===== src/rtl/swb_pkg.sv =====
package swb_pkg;
    typedef enum logic [1:0] {
        ST_FREE = 2'd0,
        ST_PEND = 2'd1,
        ST_XFER = 2'd2
    } swb_state_e;

    typedef enum logic [1:0] {
        SC_NONE  = 2'd0,
        SC_READ  = 2'd1,
        SC_READX = 2'd2,
        SC_UPGR  = 2'd3
    } snp_cmd_e;

    localparam int NPROBE = 2;  // probe 0: snoop, probe 1: processor lookup
endpackage


===== src/rtl/swb_store.sv =====
module swb_store
    import swb_pkg::*;
#(
    parameter int AW   = 32,
    parameter int DW   = 64,
    parameter int OFFW = 5
) (
    input  logic          clk,
    input  logic          rst_n,
    input  logic          load,
    input  logic [AW-1:0] ld_addr,
    input  logic [DW-1:0] ld_data,
    input  logic [AW-1:0] snp_addr,
    input  logic [AW-1:0] miss_addr,
    output logic [AW-1:0] q_addr,
    output logic [DW-1:0] q_data,
    output logic          snp_match,
    output logic          miss_match
);
    localparam int TW = AW - OFFW;

    logic [AW-1:0]     addr_q;
    logic [DW-1:0]     data_q;
    logic [AW-1:0]     probe [NPROBE];
    logic [NPROBE-1:0] hit_vec;

    always_ff @(posedge clk) begin
        if (!rst_n) begin
            addr_q <= '0;
            data_q <= '0;
        end else if (load) begin
            addr_q <= ld_addr;
            data_q <= ld_data;
        end
    end

    assign probe[0] = snp_addr;
    assign probe[1] = miss_addr;

    // one tag comparator per probe port
    generate
        for (genvar g = 0; g < NPROBE; g++) begin : g_cmp
            logic [TW-1:0] ptag;
            assign ptag       = probe[g][AW-1:OFFW];
            assign hit_vec[g] = (ptag == addr_q[AW-1:OFFW]);
        end
    endgenerate

    assign snp_match  = hit_vec[0];
    assign miss_match = hit_vec[1];
    assign q_addr     = addr_q;
    assign q_data     = data_q;
endmodule


===== src/rtl/swb_fsm.sv =====
module swb_fsm
    import swb_pkg::*;
(
    input  logic clk,
    input  logic rst_n,
    input  logic vic_valid,
    input  logic bus_gnt,
    input  logic snp_hit_raw,
    input  logic miss_hit_raw,
    output logic load,
    output logic take_snp,
    output logic take_miss,
    output logic vic_ready,
    output logic bus_req,
    output logic bus_wb
);
    swb_state_e state_q, state_d;

    always_ff @(posedge clk) begin
        if (!rst_n) state_q <= ST_FREE;
        else        state_q <= state_d;
    end

    always_comb begin
        state_d = state_q;
        unique case (state_q)
            ST_FREE: if (vic_valid) state_d = ST_PEND;                // LOAD
            ST_PEND: begin
                if (snp_hit_raw || miss_hit_raw) state_d = ST_FREE;   // SNOOP_TAKE / MISS_TAKE
                else if (bus_gnt)                state_d = ST_XFER;   // GRANT
            end
            ST_XFER: state_d = ST_FREE;                               // DONE
            default: state_d = ST_FREE;
        endcase
    end

    always_comb begin
        load      = 1'b0;
        take_snp  = 1'b0;
        take_miss = 1'b0;
        vic_ready = 1'b0;
        bus_req   = 1'b0;
        bus_wb    = 1'b0;
        unique case (state_q)
            ST_FREE: begin
                vic_ready = 1'b1;
                load      = vic_valid;
            end
            ST_PEND: begin
                bus_req   = 1'b1;
                take_snp  = snp_hit_raw;
                take_miss = miss_hit_raw && !snp_hit_raw;
            end
            ST_XFER: bus_wb = 1'b1;
            default: ;
        endcase
    end

    p_load_req_r2: assert property (@(posedge clk) disable iff (!rst_n)
        (vic_valid && vic_ready) |=> bus_req);
    p_hold_req_r3: assert property (@(posedge clk) disable iff (!rst_n)
        (bus_req && !bus_gnt && !snp_hit_raw && !miss_hit_raw) |=> bus_req);
    p_wb_after_grant_r4: assert property (@(posedge clk) disable iff (!rst_n)
        $rose(bus_wb) |-> $past(bus_req && bus_gnt));
    p_wb_single_r4: assert property (@(posedge clk) disable iff (!rst_n)
        bus_wb |=> (!bus_wb && vic_ready));
    p_snoop_beats_grant_r8: assert property (@(posedge clk) disable iff (!rst_n)
        (bus_req && snp_hit_raw) |=> !bus_wb);
endmodule


===== src/rtl/swb_resp.sv =====
module swb_resp #(
    parameter int DW = 64
) (
    input  logic          clk,
    input  logic          rst_n,
    input  logic          take_snp,
    input  logic          take_miss,
    input  logic [DW-1:0] q_data,
    output logic          snp_supply,
    output logic          snp_dirty,
    output logic          miss_hit,
    output logic [DW-1:0] out_data
);
    always_ff @(posedge clk) begin
        if (!rst_n) begin
            snp_supply <= 1'b0;
            snp_dirty  <= 1'b0;
            miss_hit   <= 1'b0;
            out_data   <= '0;
        end else begin
            snp_supply <= take_snp;
            snp_dirty  <= take_snp;
            miss_hit   <= take_miss;
            out_data   <= (take_snp || take_miss) ? q_data : '0;
        end
    end

    p_one_taker_r10: assert property (@(posedge clk) disable iff (!rst_n)
        !(snp_supply && miss_hit));
endmodule


===== src/rtl/snoop_wb_buffer.sv =====
module snoop_wb_buffer
    import swb_pkg::*;
#(
    parameter int AW   = 32,
    parameter int DW   = 64,
    parameter int OFFW = 5
) (
    input  logic          clk,
    input  logic          rst_n,
    input  logic          vic_valid,
    input  logic [AW-1:0] vic_addr,
    input  logic [DW-1:0] vic_data,
    output logic          vic_ready,
    output logic          bus_req,
    input  logic          bus_gnt,
    output logic          bus_wb,
    output logic [AW-1:0] bus_addr,
    output logic [DW-1:0] bus_data,
    input  logic          snp_valid,
    input  logic [1:0]    snp_cmd,
    input  logic [AW-1:0] snp_addr,
    output logic          snp_supply,
    output logic          snp_dirty,
    input  logic          miss_valid,
    input  logic [AW-1:0] miss_addr,
    output logic          miss_hit,
    output logic [DW-1:0] out_data
);
    logic          load, take_snp, take_miss;
    logic          snp_match, miss_match, snp_hit_raw, miss_hit_raw, snp_is_read;
    logic [AW-1:0] q_addr;
    logic [DW-1:0] q_data;

    swb_store #(.AW(AW), .DW(DW), .OFFW(OFFW)) u_store (
        .clk(clk), .rst_n(rst_n), .load(load),
        .ld_addr(vic_addr), .ld_data(vic_data),
        .snp_addr(snp_addr), .miss_addr(miss_addr),
        .q_addr(q_addr), .q_data(q_data),
        .snp_match(snp_match), .miss_match(miss_match)
    );

    assign snp_is_read  = (snp_cmd == SC_READ) || (snp_cmd == SC_READX);
    assign snp_hit_raw  = snp_valid && snp_is_read && snp_match;
    assign miss_hit_raw = miss_valid && miss_match;

    swb_fsm u_fsm (
        .clk(clk), .rst_n(rst_n), .vic_valid(vic_valid), .bus_gnt(bus_gnt),
        .snp_hit_raw(snp_hit_raw), .miss_hit_raw(miss_hit_raw),
        .load(load), .take_snp(take_snp), .take_miss(take_miss),
        .vic_ready(vic_ready), .bus_req(bus_req), .bus_wb(bus_wb)
    );

    swb_resp #(.DW(DW)) u_resp (
        .clk(clk), .rst_n(rst_n), .take_snp(take_snp), .take_miss(take_miss),
        .q_data(q_data), .snp_supply(snp_supply), .snp_dirty(snp_dirty),
        .miss_hit(miss_hit), .out_data(out_data)
    );

    assign bus_addr = bus_wb ? q_addr : '0;
    assign bus_data = bus_wb ? q_data : '0;

    p_handoff_frees_r6: assert property (@(posedge clk) disable iff (!rst_n)
        snp_supply |-> (vic_ready && !bus_req));
    p_xfer_silent_r11: assert property (@(posedge clk) disable iff (!rst_n)
        bus_wb |=> (!snp_supply && !miss_hit));
endmodule


===== config.mk =====
export PLATFORM = sky130hd
export DESIGN_NAME = snoop_wb_buffer
export DESIGN_NICKNAME = d
export VERILOG_FILES = /design/src/rtl/swb_pkg.sv /design/src/rtl/swb_store.sv /design/src/rtl/swb_fsm.sv /design/src/rtl/swb_resp.sv /design/src/rtl/snoop_wb_buffer.sv
export SDC_FILE = /design/constraint.sdc
export NUM_CORES = 1
export LEC_CHECK = 0
export CAP_MARGIN = 25
export CORE_MARGIN = 8
export CORE_UTILIZATION = 40
export CTS_CLUSTER_DIAMETER = 60
export DETAILED_ROUTE_END_ITERATION = 7
export DONT_BUFFER_PORTS = 1
export HOLD_SLACK_MARGIN = 0.15
export PLACE_DENSITY_LB_ADDON = 0.15
export REMOVE_ABC_BUFFERS = 1
export SYNTH_ARGS = -nofsm -noshare
export SYNTH_HDL_FRONTEND = slang
export SYNTH_SLANG_ARGS = --single-unit

===== constraint.sdc =====
create_clock -name clk -period 3.42 [get_ports clk]
set_clock_uncertainty 0.2 [all_clocks]
set_input_delay 0.684 -clock clk [delete_from_list [all_inputs] [get_ports clk]]
set_output_delay 0.684 -clock clk [all_outputs]
set_load 0.02 [all_outputs]

Word-level counts from Yosys, hierarchy flattened
Cells that the tools add are included.
Storage, ports and cells
  register bits after elaboration: 164
  logic and storage cells: 37
  output and inout bits: 166
Operators by class
  equality and inequality tests: 8
  muxes and demuxes: 12
  reduce and logical (&&, ||, !) cells: 11
Operators by type and width (number)
  2-to-1 mux 64 bit: 1
  == test 27 bit: 2
  2-to-1 mux 32 bit: 1
  2-to-1 mux 1 bit: 6
  2-to-1 mux 2 bit: 3
  == test 2 x 1 -> 1 bit (second input constant): 2
  == test 2 bit (second input constant): 2
  logical AND 1 bit: 4
  case mux 2 bit (2 select lines): 1
  AND reduction 2 bit: 2
  logical OR 1 bit: 3
  != test 3 x 2 -> 1 bit (second input constant): 1
  logical NOT 2 bit: 1
  != test 2 bit (second input constant): 1
  logical NOT 1 bit: 1

Longest topological paths before layout
  word-level depth: 9
  mapped depth: 7

By module
Synthesis repeated with hierarchy kept, for this count alone.
Second synthesis, totals
  cells, all modules: 656
  area, all modules: 7180.6 µm²
Modules (own cells, without submodules)
  swb_store: times used 1, cells an instance 381, sequential area each 1921.8 µm², area each 4184.0 µm²
  swb_resp: times used 1, cells an instance 154, sequential area each 1321.3 µm², area each 2170.8 µm²
  snoop_wb_buffer: times used 1, cells an instance 109, sequential area each 0.0 µm², area each 703.2 µm²
  swb_fsm: times used 1, cells an instance 12, sequential area each 40.0 µm², area each 122.6 µm²

Least setup slack after synthesis
OpenSTA, ideal clock, no wires.
  kind: in2reg
  start point: in snp_addr[30]
  end point: reg u_fsm.state_q[0]
  setup slack: 1.112 ns
  arrival time: 1.989 ns
  required time: 3.101 ns
  path buffers: 0
  stages: 5
  library setup time: 0.119 ns
  path through: xor2_1 > or4_1 > or4_1 > o22ai_1 > o21ai_1
On the way
  cells in the longest elaborated chain, start to end: 5
  elaborated cells on any way between the ends: 7
  classes of those cells: eq/ne (2); mux (2); reduce/logical (3)
RTL lines
  start, declared: line snoop_wb_buffer.sv:21  | input logic [AW-1:0] snp_addr,
  == test 27 bit *: line swb_store.sv:45  | assign hit_vec[g] = (ptag == addr_q[AW-1:OFFW]);
  logical AND 1 bit *: line snoop_wb_buffer.sv:43  | assign snp_hit_raw = snp_valid && snp_is_read && snp_match;
  logical OR 1 bit *: line swb_fsm.sv:29  | if (snp_hit_raw || miss_hit_raw) state_d = ST_FREE;
  2-to-1 mux 2 bit or != test 3 x 2 -> 1 bit (tied branches)
  case mux 2 bit (2 select lines) or AND reduction 2 bit (tied branches)
  end signal, assigned: line swb_fsm.sv:21  | else state_q <= state_d;
  end, declared: line swb_fsm.sv:17  | swb_state_e state_q, state_d;
Mark *: on every way between the ends. The rest lies on a longest branch, timed or not.
A chain may end at the register's enable or synchronous reset.

Final worst setup path
  start point: reg u_fsm.state_q[1]
  end point: out bus_addr[27]
On the way
  cells in the longest elaborated chain, start to end: 3
RTL lines
  == test 2 bit: line swb_fsm.sv:44  | unique case (state_q)
  2-to-1 mux 1 bit: line swb_fsm.sv:44
  named net bus_wb: line snoop_wb_buffer.sv:16  | output logic bus_wb,
  2-to-1 mux 32 bit: line snoop_wb_buffer.sv:59  | assign bus_addr = bus_wb ? q_addr : '0;
  end, declared: line snoop_wb_buffer.sv:17  | output logic [AW-1:0] bus_addr,
The timed path passes the listed nets, and every way through them passes these cells.

==> results <==
- TritonCTS built the clock tree.
- The number of vias in the routed layout is 5604.
- The unique cell type count in the Yosys netlist is 29.
- The diode insertion count for antenna repair is 0.
- After the first detailed-routing iteration, the DRC count stood at 291.
- Along the worst hold path, the cell count comes to 2.
- The number of placed cells counting well taps is 1020.
- The static leakage is 2.77 nW.
- The switching power total is 1.13 mW.
- The worst reg2reg path startpoint is u_store.q_addr[5].
- The region available for standard cell placement spans 0.0180 sq mm.
- The die is 151 microns tall.
- The most common cell after layout, fill and taps aside is sky130_fd_sc_hd__nand2_1.
- In the global route stage, overall resource usage came out at 18.4%.
- The top cell types in the final layout, fill and taps aside, are 195 x sky130_fd_sc_hd__nand2_1, 164 x sky130_fd_sc_hd__dfxtp_1, 96 x sky130_fd_sc_hd__a21boi_0, 95 x sky130_fd_sc_hd__and2_1, 64 x sky130_fd_sc_hd__inv_1.
- The largest delay contributor family on the critical path is simple AND/OR/NAND/NOR gates.
- The count of cells resized by post-cts repair is 0.
- The mean instance size in the synthesized netlist is 8.66 sq um.
- The number of failing setup endpoints in the final timing report is 0.
- The startpoint type of the worst setup path is a flop.
- The pin count of the biggest net entering global routing is 101.
- The number of iterations in the first detailed-routing pass is 4.
- Once detail routing completed, the nets flagged for antenna violations numbered 0.
- The critical-path maximum fanout is 97.
- The cell with the largest stage delay on the worst path is sky130_fd_sc_hd__dfxtp_1.
- The number of antenna violations at the first check in global routing is 0.
- The min-delay analysis places its worst path in the category input port to flop.
- In this run, the combinational gates consume 8.3% of the power.
- The die covers 0.0229 sq mm.
- The hold violation total from the final report is 0.
- For the pin with the worst max-slew slack, the measured transition is 1.02 ns.
- The post-synthesis sequential area ratio is 44.7%.
- Routability-driven placement finished with a final weighted congestion of 0.887.
- Summed over all layers, the routed wires come to 22400 microns.
- The synthesis-to-layout area growth is 10.2%.
- The I/O pin total is 334.
- In the synthesized netlist, the number of instances is 848.
- The source of the worst hold timing path is vic_addr[1].
- Clock tree synthesis selected as its root buffer the cell sky130_fd_sc_hd__clkbuf_16.
- The final total power is 4.43 mW.
- After clock tree synthesis, the clock-pin slew on the worst setup and hold paths is 0.07 ns.
- The first global-routing pass estimated 32500 microns of wire.
- The signal on the critical path passes through nor2b_4 > buf_12 > and2_1.
- The worst hold path terminates at u_store.q_addr[1].
- The worst register-to-register path has a depth of 6.
- After the last flow step, the layout net total stands at 978.
- Once the floorplan was initialized, standard cells occupied 40.9% of the core.
- The H-tree level count is 4.
- The maximum VDD drop is 0.328 mV.
- Global routing finished with a remaining overflow of 0.
- The switching share of power is 25.6%.
- The non-filler instance count after layout is 1052.
- The clock network fraction of total power is 45.2%.
- Setup repair after global routing left no endpoint under its margin.
- The worst setup path is of the flop to primary output kind.
- The number of remaining DRC errors is 0.
- The cell-internal power is 3.29 mW.
- In the finished design, the share of the clock period the worst path needs comes to 74.4%.
- The data arrival time of the critical path is 1.66 ns.
- The number of buffers inserted by post-CTS setup repair is 0.
- The post-route netlist has 10.1% of its cells at a drive strength greater than 1.
- Counting both buffers and inverters, the worst setup path holds a total of 1.
- Once layout is done, the placed cells without fillers occupy 0.00809 sq mm.
- The HPWL after detailed placement is 15600 microns.
- Across all register-to-register paths, the minimum setup slack is 0.97 ns.
- The primary flip-flop cell chosen by synthesis mapping is sky130_fd_sc_hd__dfxtp_1.
- STA puts the critical path data required time at 2.54 ns.
- The number of clock buffers added by TritonCTS is 17.
- Max-cap violations in this run came to 0.
- Counting flops with a built-in enable in the synthesized netlist gives 0.
- The worst register-to-register path ends at u_resp.out_data[7].
- The insertion delay of the later-clocked pin in the worst-skew pair is 0.42 ns.
- The areal power density over the cells is 547 mW/mm^2.
- The sequential power share is 46.5%.
- In this run the deepest clock path goes through 2 buffers.
- The cell area that synthesis handed to floorplanning was 0.00734 sq mm.
- The number of rows created at floorplan is 49.
- Buffers inserted to repair hold after CTS numbered 0.
- Measured against its own limit, the worst slew margin works out to 32.3%.
- The die width is 151 microns.
- The worst setup path is captured at a primary output.
- For this run, the slowest stage of the critical path takes 0.35 ns.
- The worst hold-check slack is 0.205 ns.
- The highest clock rate is 0.393 GHz.
- The area after detailed placement is 0.00747 sq mm.
- The flow ran to the end, and the final reports show no timing, DRC or antenna violations.
- In the routed layout, each cell is associated on average with a via count of 5.33.
- The via count of the first global-routing pass is 5648.
- The number of I/O port buffers is 0.
- Dividing the detail-routed wire length by the instance count gives 21.2 microns.
- The CTS sink count is 164.
- The clock period could shrink to 2.54 ns.
- During synthesis, Yosys emitted a total of 0 warnings.
- In the synthesized netlist the async set-or-reset flop fraction comes to 0%.
- The number of pins with negative max-slew slack in the final report is 0.
- Synthesis inferred 164 register bits.
## through the flow
| stage | TNS, ns | util, % | setup WS (ns) |
|---|---|---|---|
| detailed placement | 0 | 41.6 | 0.746 |
| CTS | 0 | 45.1 | 0.848 |
| finish | 0 | 45.1 | 0.875 |
| global placement | 0 | 41.6 | 0.790 |
| global route | 0 | 45.1 | 0.756 |
| floorplan | -105.75 | - | -1.07 |
## synth_stat cells (2+ instances only)
cell                         n  area, sq um
sky130_fd_sc_hd__nand4_1    16          100
sky130_fd_sc_hd__xor2_1     21          184
sky130_fd_sc_hd__nor4b_1     2         17.5
sky130_fd_sc_hd__buf_2       6         30.0
sky130_fd_sc_hd__nor3b_1     2         15.0
sky130_fd_sc_hd__a211oi_2   40          500
sky130_fd_sc_hd__and2_1     96          601
sky130_fd_sc_hd__inv_1      64          240
sky130_fd_sc_hd__dfxtp_1   164         3280
sky130_fd_sc_hd__nor4_1      7         43.8
sky130_fd_sc_hd__nand2_1   197          739
sky130_fd_sc_hd__buf_1       6         22.5
sky130_fd_sc_hd__nor2b_1     2         12.5
sky130_fd_sc_hd__or4_1       5         37.5
sky130_fd_sc_hd__nor2_1      3         11.3
sky130_fd_sc_hd__nand3_1     2         10.0
sky130_fd_sc_hd__a21boi_0   96          721
sky130_fd_sc_hd__a211oi_1   24          180
sky130_fd_sc_hd__xnor2_1    35          307
sky130_fd_sc_hd__buf_6       4         45.0
sky130_fd_sc_hd__clkbuf_1   47          176
sky130_fd_sc_hd__and3_1      2         12.5
## power by group through the flow
stage                     sequential, mW  clock (mW)  combinational (mW)
after detailed placement            2.10           0               0.371
after global placement              2.10           0               0.362
after floorplan                     2.08           0               0.275
after global routing                2.07        2.13               0.409
final                               2.06        2.00               0.367
after CTS                           2.06        2.06               0.372
## final cells by class
cell class              count  area [sq um]
clock buffers              18           429
clock inverters            14           190
fillers                  1787          9870
inverters                  64           240
multi-input cells         556          3560
flip-flops and latches    164          3280
well taps                 229           287
repair buffers              7           103
## per-layer routing
layer / GRT usage, % / wire [microns] / share of wire (%) / vias to the layer above
met5: 0 / 0 / 0 / -
met1: 20.8 / 8870 / 40 / 2640
met4: 5.54 / 313 / 1.4 / 0
li1: - / - / - / 2673
met2: 32.0 / 11000 / 49 / 267
met3: 6.62 / 2210 / 9.9 / 24
## worst max-delay path by stage
stage	depth (start not counted)	start	endpoint	slack (ns)
3_5_place_dp	5	snp_addr[30]	u_fsm.state_q[0]	0.75
6_report	3	u_fsm.state_q[1]	bus_addr[27]	0.88
2_1_floorplan	5	snp_addr[17]	u_resp.miss_hit	-1.07
3_3_place_gp	5	snp_addr[30]	u_fsm.state_q[0]	0.79
5_1_grt	3	u_fsm.state_q[1]	bus_addr[27]	0.76
4_1_cts	3	u_fsm.state_q[1]	bus_addr[27]	0.85
## state kept, by name (all words and copies together), names as in the netlist
register / flops
u_resp.miss_hit: 1
u_store.q_addr: 32
u_store.q_data: 64
u_fsm.state_q: 2
u_resp.out_data: 64
u_resp.snp_supply: 1
## cell families after synthesis
family | Yosys count | synth area share (%)
XOR/XNOR | 56 | 6.68
AO/OA/AOI/OAI | 162 | 19.2
AND/OR/NAND/NOR | 338 | 22.2
buffers and inverters | 128 | 7.11
flip-flops | 164 | 44.7
## worst register-to-register path: stages, from the launching register on
cell	delay [ns]
sky130_fd_sc_hd__dfxtp_1	0.46
sky130_fd_sc_hd__xnor2_1	0.18
sky130_fd_sc_hd__nand4_1	0.11
sky130_fd_sc_hd__nor4_1	0.51
sky130_fd_sc_hd__nand4_1	0.25
sky130_fd_sc_hd__buf_12	0.27
sky130_fd_sc_hd__a211oi_1	0.38
Power figures use the tool's default switching activity.
